`src/rtl/uart_rb_pkg.sv`:
```
package uart_rb_pkg;

   typedef enum logic [2:0] {
      OFS_DATA = 3'd0,
      OFS_IEN  = 3'd1,
      OFS_IID  = 3'd2,
      OFS_FMT  = 3'd3,
      OFS_MCTL = 3'd4,
      OFS_LST  = 3'd5,
      OFS_MST  = 3'd6,
      OFS_SCR  = 3'd7
   } ofs_e;

   typedef struct packed {
      logic       bank;
      logic       brk;
      logic [2:0] par;
      logic       stop;
      logic [1:0] len;
   } fmt_t;

endpackage

```
`src/rtl/uart_rb_decode.sv`:
```
module uart_rb_decode
   import uart_rb_pkg::*;
#(
   parameter int ADDR_W = 3
) (
   input  logic [ADDR_W-1:0] addr,
   input  logic              rd,
   input  logic              wr,
   input  logic              bank,
   output logic              wr_txd,
   output logic              rd_rxd,
   output logic              wr_ien,
   output logic              wr_fifo,
   output logic              wr_fmt,
   output logic              wr_mctl,
   output logic              wr_scr,
   output logic              wr_ro,
   output logic [1:0]        wr_div
);
   localparam int NUM_OFS = 1 << ADDR_W;

   logic [NUM_OFS-1:0] wr_sel;
   logic [NUM_OFS-1:0] rd_sel;

   generate
      for (genvar i = 0; i < NUM_OFS; i++) begin : g_sel
         assign wr_sel[i] = wr && (addr == ADDR_W'(i));
         assign rd_sel[i] = rd && (addr == ADDR_W'(i));
      end
   endgenerate

   assign wr_txd  = wr_sel[OFS_DATA] && !bank;
   assign rd_rxd  = rd_sel[OFS_DATA] && !bank;
   assign wr_ien  = wr_sel[OFS_IEN]  && !bank;
   assign wr_div  = {wr_sel[OFS_IEN] && bank, wr_sel[OFS_DATA] && bank};
   assign wr_fifo = wr_sel[OFS_IID];
   assign wr_fmt  = wr_sel[OFS_FMT];
   assign wr_mctl = wr_sel[OFS_MCTL];
   assign wr_scr  = wr_sel[OFS_SCR];
   assign wr_ro   = wr_sel[OFS_LST] || wr_sel[OFS_MST];

   logic unused_rd;
   assign unused_rd = ^rd_sel[NUM_OFS-1:1];

endmodule

```
`src/rtl/uart_rb_store.sv`:
```
module uart_rb_store
   import uart_rb_pkg::*;
#(
   parameter int          DATA_W    = 8,
   parameter int unsigned DIV_RESET = 1
) (
   input  logic                clk,
   input  logic                rst_n,
   input  logic [DATA_W-1:0]   wdata,
   input  logic                wr_ien,
   input  logic                wr_fmt,
   input  logic                wr_mctl,
   input  logic                wr_scr,
   input  logic                wr_ro,
   input  logic [1:0]          wr_div,
   output logic [DATA_W-1:0]   ien_q,
   output fmt_t                fmt_q,
   output logic [DATA_W-1:0]   mctl_q,
   output logic [DATA_W-1:0]   scr_q,
   output logic [2*DATA_W-1:0] div_q
);
   localparam int DIV_W     = 2 * DATA_W;
   localparam int DIV_BYTES = DIV_W / DATA_W;
   localparam logic [DIV_W-1:0] DIV_INIT = DIV_W'(DIV_RESET);

   always_ff @(posedge clk) begin
      if (!rst_n) begin
         ien_q  <= '0;
         fmt_q  <= '0;
         mctl_q <= '0;
         scr_q  <= '0;
      end else begin
         if (wr_ien)  ien_q  <= wdata;
         if (wr_fmt)  fmt_q  <= fmt_t'(wdata);
         if (wr_mctl) mctl_q <= wdata;
         if (wr_scr)  scr_q  <= wdata;
      end
   end

   generate
      for (genvar b = 0; b < DIV_BYTES; b++) begin : g_div
         always_ff @(posedge clk) begin
            if (!rst_n)
               div_q[b*DATA_W +: DATA_W] <= DIV_INIT[b*DATA_W +: DATA_W];
            else if (wr_div[b])
               div_q[b*DATA_W +: DATA_W] <= wdata;
         end
      end
   endgenerate

   // divisor moves only on a banked byte write
   p_div_hold_r5: assert property (@(posedge clk) disable iff (!rst_n)
      (wr_div == 2'b00) |=> $stable(div_q));

   // interrupt enables are untouched while the divisor bank is open
   p_ien_hold_r5: assert property (@(posedge clk) disable iff (!rst_n)
      (fmt_q.bank && !wr_fmt) |=> $stable(ien_q));

   // writes to status offsets leave every stored byte as it was
   p_ro_ignored_r9: assert property (@(posedge clk) disable iff (!rst_n)
      wr_ro |=> ($stable(ien_q) && $stable(fmt_q) && $stable(mctl_q)
                 && $stable(scr_q) && $stable(div_q)));

endmodule

```
`src/rtl/uart_rb_strobe.sv`:
```
module uart_rb_strobe #(
   parameter int DATA_W = 8
) (
   input  logic              clk,
   input  logic              rst_n,
   input  logic [DATA_W-1:0] wdata,
   input  logic              wr_txd,
   input  logic              rd_rxd,
   input  logic              wr_fifo,
   output logic              tx_push,
   output logic [DATA_W-1:0] tx_data,
   output logic              rx_pop,
   output logic              fifo_wr,
   output logic [DATA_W-1:0] fifo_data
);
   always_ff @(posedge clk) begin
      if (!rst_n) begin
         tx_push   <= 1'b0;
         rx_pop    <= 1'b0;
         fifo_wr   <= 1'b0;
         tx_data   <= '0;
         fifo_data <= '0;
      end else begin
         tx_push <= wr_txd;
         rx_pop  <= rd_rxd;
         fifo_wr <= wr_fifo;
         if (wr_txd)  tx_data   <= wdata;
         if (wr_fifo) fifo_data <= wdata;
      end
   end

   // a push pulse always follows a data-bank write of offset 0
   p_tx_push_src_r2: assert property (@(posedge clk) disable iff (!rst_n)
      tx_push |-> $past(wr_txd));

   // a pop pulse always follows a data-bank read of offset 0
   p_rx_pop_src_r3: assert property (@(posedge clk) disable iff (!rst_n)
      rx_pop |-> $past(rd_rxd));

   // the FIFO control byte changes only alongside its write pulse
   p_fifo_data_r6: assert property (@(posedge clk) disable iff (!rst_n)
      !fifo_wr |-> $stable(fifo_data));

endmodule

```
`src/rtl/uart_rb_rdmux.sv`:
```
module uart_rb_rdmux
   import uart_rb_pkg::*;
#(
   parameter int DATA_W = 8
) (
   input  logic [2:0]          addr,
   input  logic                rd,
   input  logic [DATA_W-1:0]   rx_data,
   input  logic [DATA_W-1:0]   ien,
   input  logic [DATA_W-1:0]   iid,
   input  fmt_t                fmt,
   input  logic [DATA_W-1:0]   mctl,
   input  logic [DATA_W-1:0]   lst,
   input  logic [DATA_W-1:0]   mst,
   input  logic [DATA_W-1:0]   scr,
   input  logic [2*DATA_W-1:0] div,
   output logic [DATA_W-1:0]   rdata
);
   always_comb begin
      rdata = '0;
      if (rd) begin
         unique case (ofs_e'(addr))
            OFS_DATA: rdata = fmt.bank ? div[DATA_W-1:0] : rx_data;
            OFS_IEN:  rdata = fmt.bank ? div[2*DATA_W-1:DATA_W] : ien;
            OFS_IID:  rdata = iid;
            OFS_FMT:  rdata = DATA_W'(fmt);
            OFS_MCTL: rdata = mctl;
            OFS_LST:  rdata = lst;
            OFS_MST:  rdata = mst;
            OFS_SCR:  rdata = scr;
            default:  rdata = '0;
         endcase
      end
   end

endmodule

```
`src/rtl/uart_regbank.sv`:
```
module uart_regbank
   import uart_rb_pkg::*;
#(
   parameter int          DATA_W    = 8,
   parameter int          ADDR_W    = 3,
   parameter int unsigned DIV_RESET = 1
) (
   input  logic         clk,
   input  logic         rst_n,
   input  logic [2:0]   reg_addr,
   input  logic         reg_rd,
   input  logic         reg_wr,
   input  logic [7:0]   reg_wdata,
   output logic [7:0]   reg_rdata,
   input  logic [7:0]   rx_data_in,
   output logic         rx_pop,
   output logic [7:0]   tx_data_out,
   output logic         tx_push,
   input  logic [7:0]   irq_id_in,
   output logic [7:0]   fifo_ctl_out,
   output logic         fifo_ctl_wr,
   input  logic [7:0]   line_stat_in,
   input  logic [7:0]   modem_stat_in,
   output logic [7:0]   int_en,
   output logic [1:0]   data_len,
   output logic         stop_sel,
   output logic [2:0]   parity_mode,
   output logic         break_en,
   output logic         bank_sel,
   output logic [7:0]   modem_ctl,
   output logic [15:0]  baud_div
);
   localparam int DIV_W = 2 * DATA_W;

   generate
      if (DATA_W != 8) begin : g_bad_width
         $error("uart_regbank: DATA_W must be 8");
      end
      if (ADDR_W != 3) begin : g_bad_addr
         $error("uart_regbank: ADDR_W must be 3");
      end
      if (DIV_RESET == 0 || DIV_RESET >= (1 << DIV_W)) begin : g_bad_div
         $error("uart_regbank: DIV_RESET out of range");
      end
   endgenerate

   logic             wr_txd, rd_rxd, wr_ien, wr_fifo, wr_fmt;
   logic             wr_mctl, wr_scr, wr_ro;
   logic [1:0]       wr_div;
   logic [7:0]       ien_q, mctl_q, scr_q;
   fmt_t             fmt_q;
   logic [DIV_W-1:0] div_q;

   uart_rb_decode #(.ADDR_W(ADDR_W)) u_decode (
      .addr    (reg_addr),
      .rd      (reg_rd),
      .wr      (reg_wr),
      .bank    (fmt_q.bank),
      .wr_txd  (wr_txd),
      .rd_rxd  (rd_rxd),
      .wr_ien  (wr_ien),
      .wr_fifo (wr_fifo),
      .wr_fmt  (wr_fmt),
      .wr_mctl (wr_mctl),
      .wr_scr  (wr_scr),
      .wr_ro   (wr_ro),
      .wr_div  (wr_div)
   );

   uart_rb_store #(.DATA_W(DATA_W), .DIV_RESET(DIV_RESET)) u_store (
      .clk     (clk),
      .rst_n   (rst_n),
      .wdata   (reg_wdata),
      .wr_ien  (wr_ien),
      .wr_fmt  (wr_fmt),
      .wr_mctl (wr_mctl),
      .wr_scr  (wr_scr),
      .wr_ro   (wr_ro),
      .wr_div  (wr_div),
      .ien_q   (ien_q),
      .fmt_q   (fmt_q),
      .mctl_q  (mctl_q),
      .scr_q   (scr_q),
      .div_q   (div_q)
   );

   uart_rb_strobe #(.DATA_W(DATA_W)) u_strobe (
      .clk       (clk),
      .rst_n     (rst_n),
      .wdata     (reg_wdata),
      .wr_txd    (wr_txd),
      .rd_rxd    (rd_rxd),
      .wr_fifo   (wr_fifo),
      .tx_push   (tx_push),
      .tx_data   (tx_data_out),
      .rx_pop    (rx_pop),
      .fifo_wr   (fifo_ctl_wr),
      .fifo_data (fifo_ctl_out)
   );

   uart_rb_rdmux #(.DATA_W(DATA_W)) u_rdmux (
      .addr    (reg_addr),
      .rd      (reg_rd),
      .rx_data (rx_data_in),
      .ien     (ien_q),
      .iid     (irq_id_in),
      .fmt     (fmt_q),
      .mctl    (mctl_q),
      .lst     (line_stat_in),
      .mst     (modem_stat_in),
      .scr     (scr_q),
      .div     (div_q),
      .rdata   (reg_rdata)
   );

   assign int_en      = ien_q;
   assign data_len    = fmt_q.len;
   assign stop_sel    = fmt_q.stop;
   assign parity_mode = fmt_q.par;
   assign break_en    = fmt_q.brk;
   assign bank_sel    = fmt_q.bank;
   assign modem_ctl   = mctl_q;
   assign baud_div    = div_q;

endmodule

```
`config.mk`:
```
export PLATFORM = sky130hd
export DESIGN_NAME = uart_regbank
export DESIGN_NICKNAME = d
export VERILOG_FILES = /design/src/rtl/uart_rb_pkg.sv /design/src/rtl/uart_rb_decode.sv /design/src/rtl/uart_rb_store.sv /design/src/rtl/uart_rb_strobe.sv /design/src/rtl/uart_rb_rdmux.sv /design/src/rtl/uart_regbank.sv
export SDC_FILE = /design/constraint.sdc
export NUM_CORES = 1
export LEC_CHECK = 0
export ABC_AREA = 0
export BUFFER_PORTS_ARGS = -buffer_cell sky130_fd_sc_hd__buf_2
export CAP_MARGIN = 40
export CELL_PAD_IN_SITES_DETAIL_PLACEMENT = 1
export CELL_PAD_IN_SITES_GLOBAL_PLACEMENT = 1
export CORE_UTILIZATION = 25
export CTS_BUF_LIST = sky130_fd_sc_hd__clkbuf_2
export DETAILED_ROUTE_END_ITERATION = 8
export PLACE_DENSITY_LB_ADDON = 0.08
export SLEW_MARGIN = 10
export SYNTH_ARGS = -nofsm -noshare
export SYNTH_HDL_FRONTEND = slang
export SYNTH_SLANG_ARGS = --single-unit
```
`constraint.sdc`:
```
create_clock -name clk -period 1.8 [get_ports clk]
set_clock_uncertainty 0.1 [all_clocks]
set_input_delay 0.36 -clock clk [delete_from_list [all_inputs] [get_ports clk]]
set_output_delay 0.36 -clock clk [all_outputs]
set_load 0.05 [all_outputs]
```
==> summary by stage <==
Run status
The flow ran to the end, but the final reports show violations. The checks that failed: negative setup slack.

Run
Max-cap violations in this run came to 0.

Drt
For this block, the routed nets add up to 12800 um of wire. The number of detailed-routing iterations run before antenna repair is 4. The via total after detailed routing is 3179. Dividing the detail-routed wire length by the instance count gives 18.3 um.

In the routed layout, each cell is associated on average with a via count of 4.54. The number of design rule violations left after detail routing is 0. The violation count after the first detailed-routing iteration is 128. Once detail routing completed, the nets flagged for antenna violations numbered 0.

Pwr
The power density over the cells is 583 mW/mm2. The peak ir drop on the vdd network is 312 uV. The sum of internal, switching and leakage power is 2.93 mW.

Summed over all cells, the static leakage comes to 2.08 nW.

CTS
The number of clock buffers added by TritonCTS is 9. The clock slew seen by the registers of the worst setup and hold paths is 210 ps. The buffer depth of the longest clock path is 2. The clock root buffer is sky130_fd_sc_hd__clkbuf_2. The total clock sinks is 67.

The clock latency on the worst-skew pair is 560 ps. The H-tree was split into 3 levels. The clock tree from TritonCTS is done.

GRT
The final global-route overflow total is 0. The maximum number of pins on one net before global-route repair is 68. The first-pass GRT wire length is 19400 um. The initial antenna violation count came to 1. For this run, the total global-route usage over all layers was measured as 0.203. The number of global-route vias before repair is 3322.

STA
The worst path setup slack after routing is -670 ps. The highest attainable clock frequency is 405 MHz. Of the available clock period, the critical path in the final layout requires 1.37. In this run the tightest slew margin relative to its limit is 0.589.

The minimum clock period is 2470 ps. At the pin with the least slew margin, the transition time is 610 ps. Setup repair after global routing could not meet its margin everywhere. The max-slew violation count was 0.

The count of final hold-check violations is 0. The setup-violating endpoint count in the final report is 13.

Die
The initialized floorplan defines 41 standard-cell rows. From left edge to right edge, the die measures 116 um. The area of the die is 0.0135 mm2.

The initial utilization of the core area, before any placement, comes to 0.258. The core outline area is 0.0127 mm2. The height of the die is 116 um.

The boundary pin count is 114.

Synth
The average cell area after synthesis is 8.79 um2. The number of flip-flops and latches in the synthesized netlist is 67. The total standard cell area after synthesis is 0.00327 mm2. The part of the Yosys area used for sequential elements is 0.410.

Counting every instance in the synthesized netlist gives 372. The synthesized netlist net count is 419. The synthesis warning total is 0. The number of library cell types mapped by synthesis is 35.

Setup path
The startpoint type of the worst setup path is a register. For the worst setup path, the data arrival time is 2010 ps. The startpoint of the most critical register-to-register path is u_store.fmt_q[7]. The capturing element type of the critical path is a primary output. The worst setup path is of the reg -> out kind. The launch point of the critical path is u_store.fmt_q[7]. The critical-path maximum fanout is 6. The critical path data required time is 1340 ps.

Finish
The area overhead of the layout relative to synthesis is 54.0%. Of the cells placed in the final design, the portion with a size suffix greater than 1 is 0.465. The final-stage net count is 569. At the end of the flow the core is filled with cells to 0.397. The final standard cell area without fillers is 0.00503 mm2.

Placed design
At the placement stage, the worst setup path has a slack of -448 ps. The sum of net half-perimeters after detailed placement is 9190 um. Port buffering added 113 buffers. The final weighted congestion of routability-driven global placement is 0.837. Once placement finished, the instance area stood at 0.00446 mm2.

Hold path
The worst hold path begins at reg_wdata[0]. The tightest min-delay check is of the in -> reg type.
## path summary, 6_finish.rpt
check / end / slack, ps / depth (start not counted)
worst max-delay path: reg_rdata[1] / -670 / 6
worst min-delay path: u_store.scr_q[0] / 50 / 3
worst max register to register: u_strobe.tx_data[7] / -10 / 6
worst min register to register: u_strobe.fifo_data[3] / 370 / 2
## layout by cell type, fill, tap and decap left out, types with 3 or more instances in the layout
| master | instances |
|---|---|
| sky130_fd_sc_hd__a21boi_0 | 19 |
| sky130_fd_sc_hd__a21boi_1 | 13 |
| sky130_fd_sc_hd__nand2_1 | 69 |
| sky130_fd_sc_hd__a31oi_4 | 7 |
| sky130_fd_sc_hd__nand3_1 | 4 |
| sky130_fd_sc_hd__mux2i_1 | 34 |
| sky130_fd_sc_hd__clkbuf_2 | 10 |
| sky130_fd_sc_hd__and3_1 | 4 |
| sky130_fd_sc_hd__and2_1 | 3 |
| sky130_fd_sc_hd__buf_6 | 16 |
| sky130_fd_sc_hd__o21ai_2 | 10 |
| sky130_fd_sc_hd__mux2i_4 | 6 |
| sky130_fd_sc_hd__clkbuf_4 | 11 |
| sky130_fd_sc_hd__mux2_2 | 7 |
| sky130_fd_sc_hd__buf_2 | 78 |
| sky130_fd_sc_hd__o21ai_1 | 4 |
| sky130_fd_sc_hd__nor2_1 | 5 |
| sky130_fd_sc_hd__buf_12 | 7 |
| sky130_fd_sc_hd__dfxtp_2 | 15 |
| sky130_fd_sc_hd__buf_4 | 54 |
| sky130_fd_sc_hd__nor2b_1 | 33 |
| sky130_fd_sc_hd__a222oi_1 | 6 |
| sky130_fd_sc_hd__o21ai_0 | 6 |
| sky130_fd_sc_hd__dfxtp_1 | 51 |
| sky130_fd_sc_hd__nor2_2 | 4 |
| sky130_fd_sc_hd__a22o_1 | 7 |
| sky130_fd_sc_hd__dlygate4sd3_1 | 5 |
| sky130_fd_sc_hd__nand2b_1 | 7 |
## flip-flops by register name (all words and copies together) (netlist names), 8 cells and up
register	cells
u_store.mctl_q	8
u_strobe.tx_data	8
u_store.fmt_q	8
u_store.scr_q	8
u_store.div_q	16
u_strobe.fifo_data	8
u_store.ien_q	8
## stage by stage
step | cells | setup TNS (ps) | hold WS [ps]
floorplan | 372 | -988 | 340
global placement | 673 | -8070 | 340
detailed placement | 673 | -9570 | 348
CTS | 695 | -6340 | 1.31
global route | 699 | -6870 | 1.11
finish | 700 | -5250 | 52.0
## timing repair
item	4_1_cts	5_1_grt
setup buffers	2	3
hold buffers	4	1
gates resized for setup	74	42
hold endpoints to repair	5	1
pin swaps	9	3
cloned	1	0
setup endpoints to repair	22	37
## metal layers
layer / vias to the layer above / GRT usage / part of all wire
li1: 1585 / - / -
met1: 1506 / 0.264 / 0.46
met2: 78 / 0.333 / 0.48
met3: 10 / 0.0477 / 0.050
met4: 0 / 0.0615 / 0.011
met5: - / 0 / 0
## Yosys cell counts (all sizes together)
master,count,share of area
a21boi,32,0.074
a21oi,2,0.0031
a221o,1,0.0031
a221oi,1,0.0027
a222oi,6,0.018
a22o,7,0.019
a31oi,8,0.015
a32oi,1,0.0027
and2,3,0.0057
and3,4,0.0077
buf,14,0.023
clkbuf,21,0.024
dfxtp,67,0.41
inv,2,0.0023
mux2,9,0.031
mux2i,41,0.13
nand2,69,0.079
nand2b,7,0.013
nand3,5,0.0077
nand4,1,0.0038
nand4b,1,0.0027
nor2,9,0.011
nor2b,34,0.065
nor3,2,0.0065
nor3b,1,0.0023
nor4b,1,0.0046
o21ai,21,0.032
or2,1,0.0019
or3,1,0.0019
## power breakdown
group | internal, mW | switching, mW
clock | 0.172 | 0.607
sequential | 1.51 | 0.0181
combinational | 0.259 | 0.369
total | 1.94 | 0.994
## kinds of logic after synthesis
kind of cell,synth area share
AO/OA/AOI/OAI,0.170
buffers and inverters,0.0498
flip-flops,0.410
multiplexers,0.157
AND/OR/NAND/NOR,0.214
## final cells by class
| class | instances | area (um2) |
|---|---|---|
| inverters | 2 | 7.51 |
| clock buffers | 10 | 50.0 |
| diodes | 1 | 2.50 |
| fillers | 1506 | 7640 |
| multi-input cells | 268 | 2050 |
| clock inverters | 6 | 32.5 |
| flip-flops and latches | 67 | 1360 |
| well taps | 172 | 215 |
| repair buffers | 174 | 1310 |
## worst max-delay path, stage by stage, from the launching register on
cell,delay (ps)
sky130_fd_sc_hd__dfxtp_4,440
sky130_fd_sc_hd__buf_12,150
sky130_fd_sc_hd__mux2i_4,190
sky130_fd_sc_hd__a221oi_2,270
sky130_fd_sc_hd__a21oi_2,80
sky130_fd_sc_hd__a21oi_4,140
sky130_fd_sc_hd__buf_6,170
(Power assumes the default switching activity.)
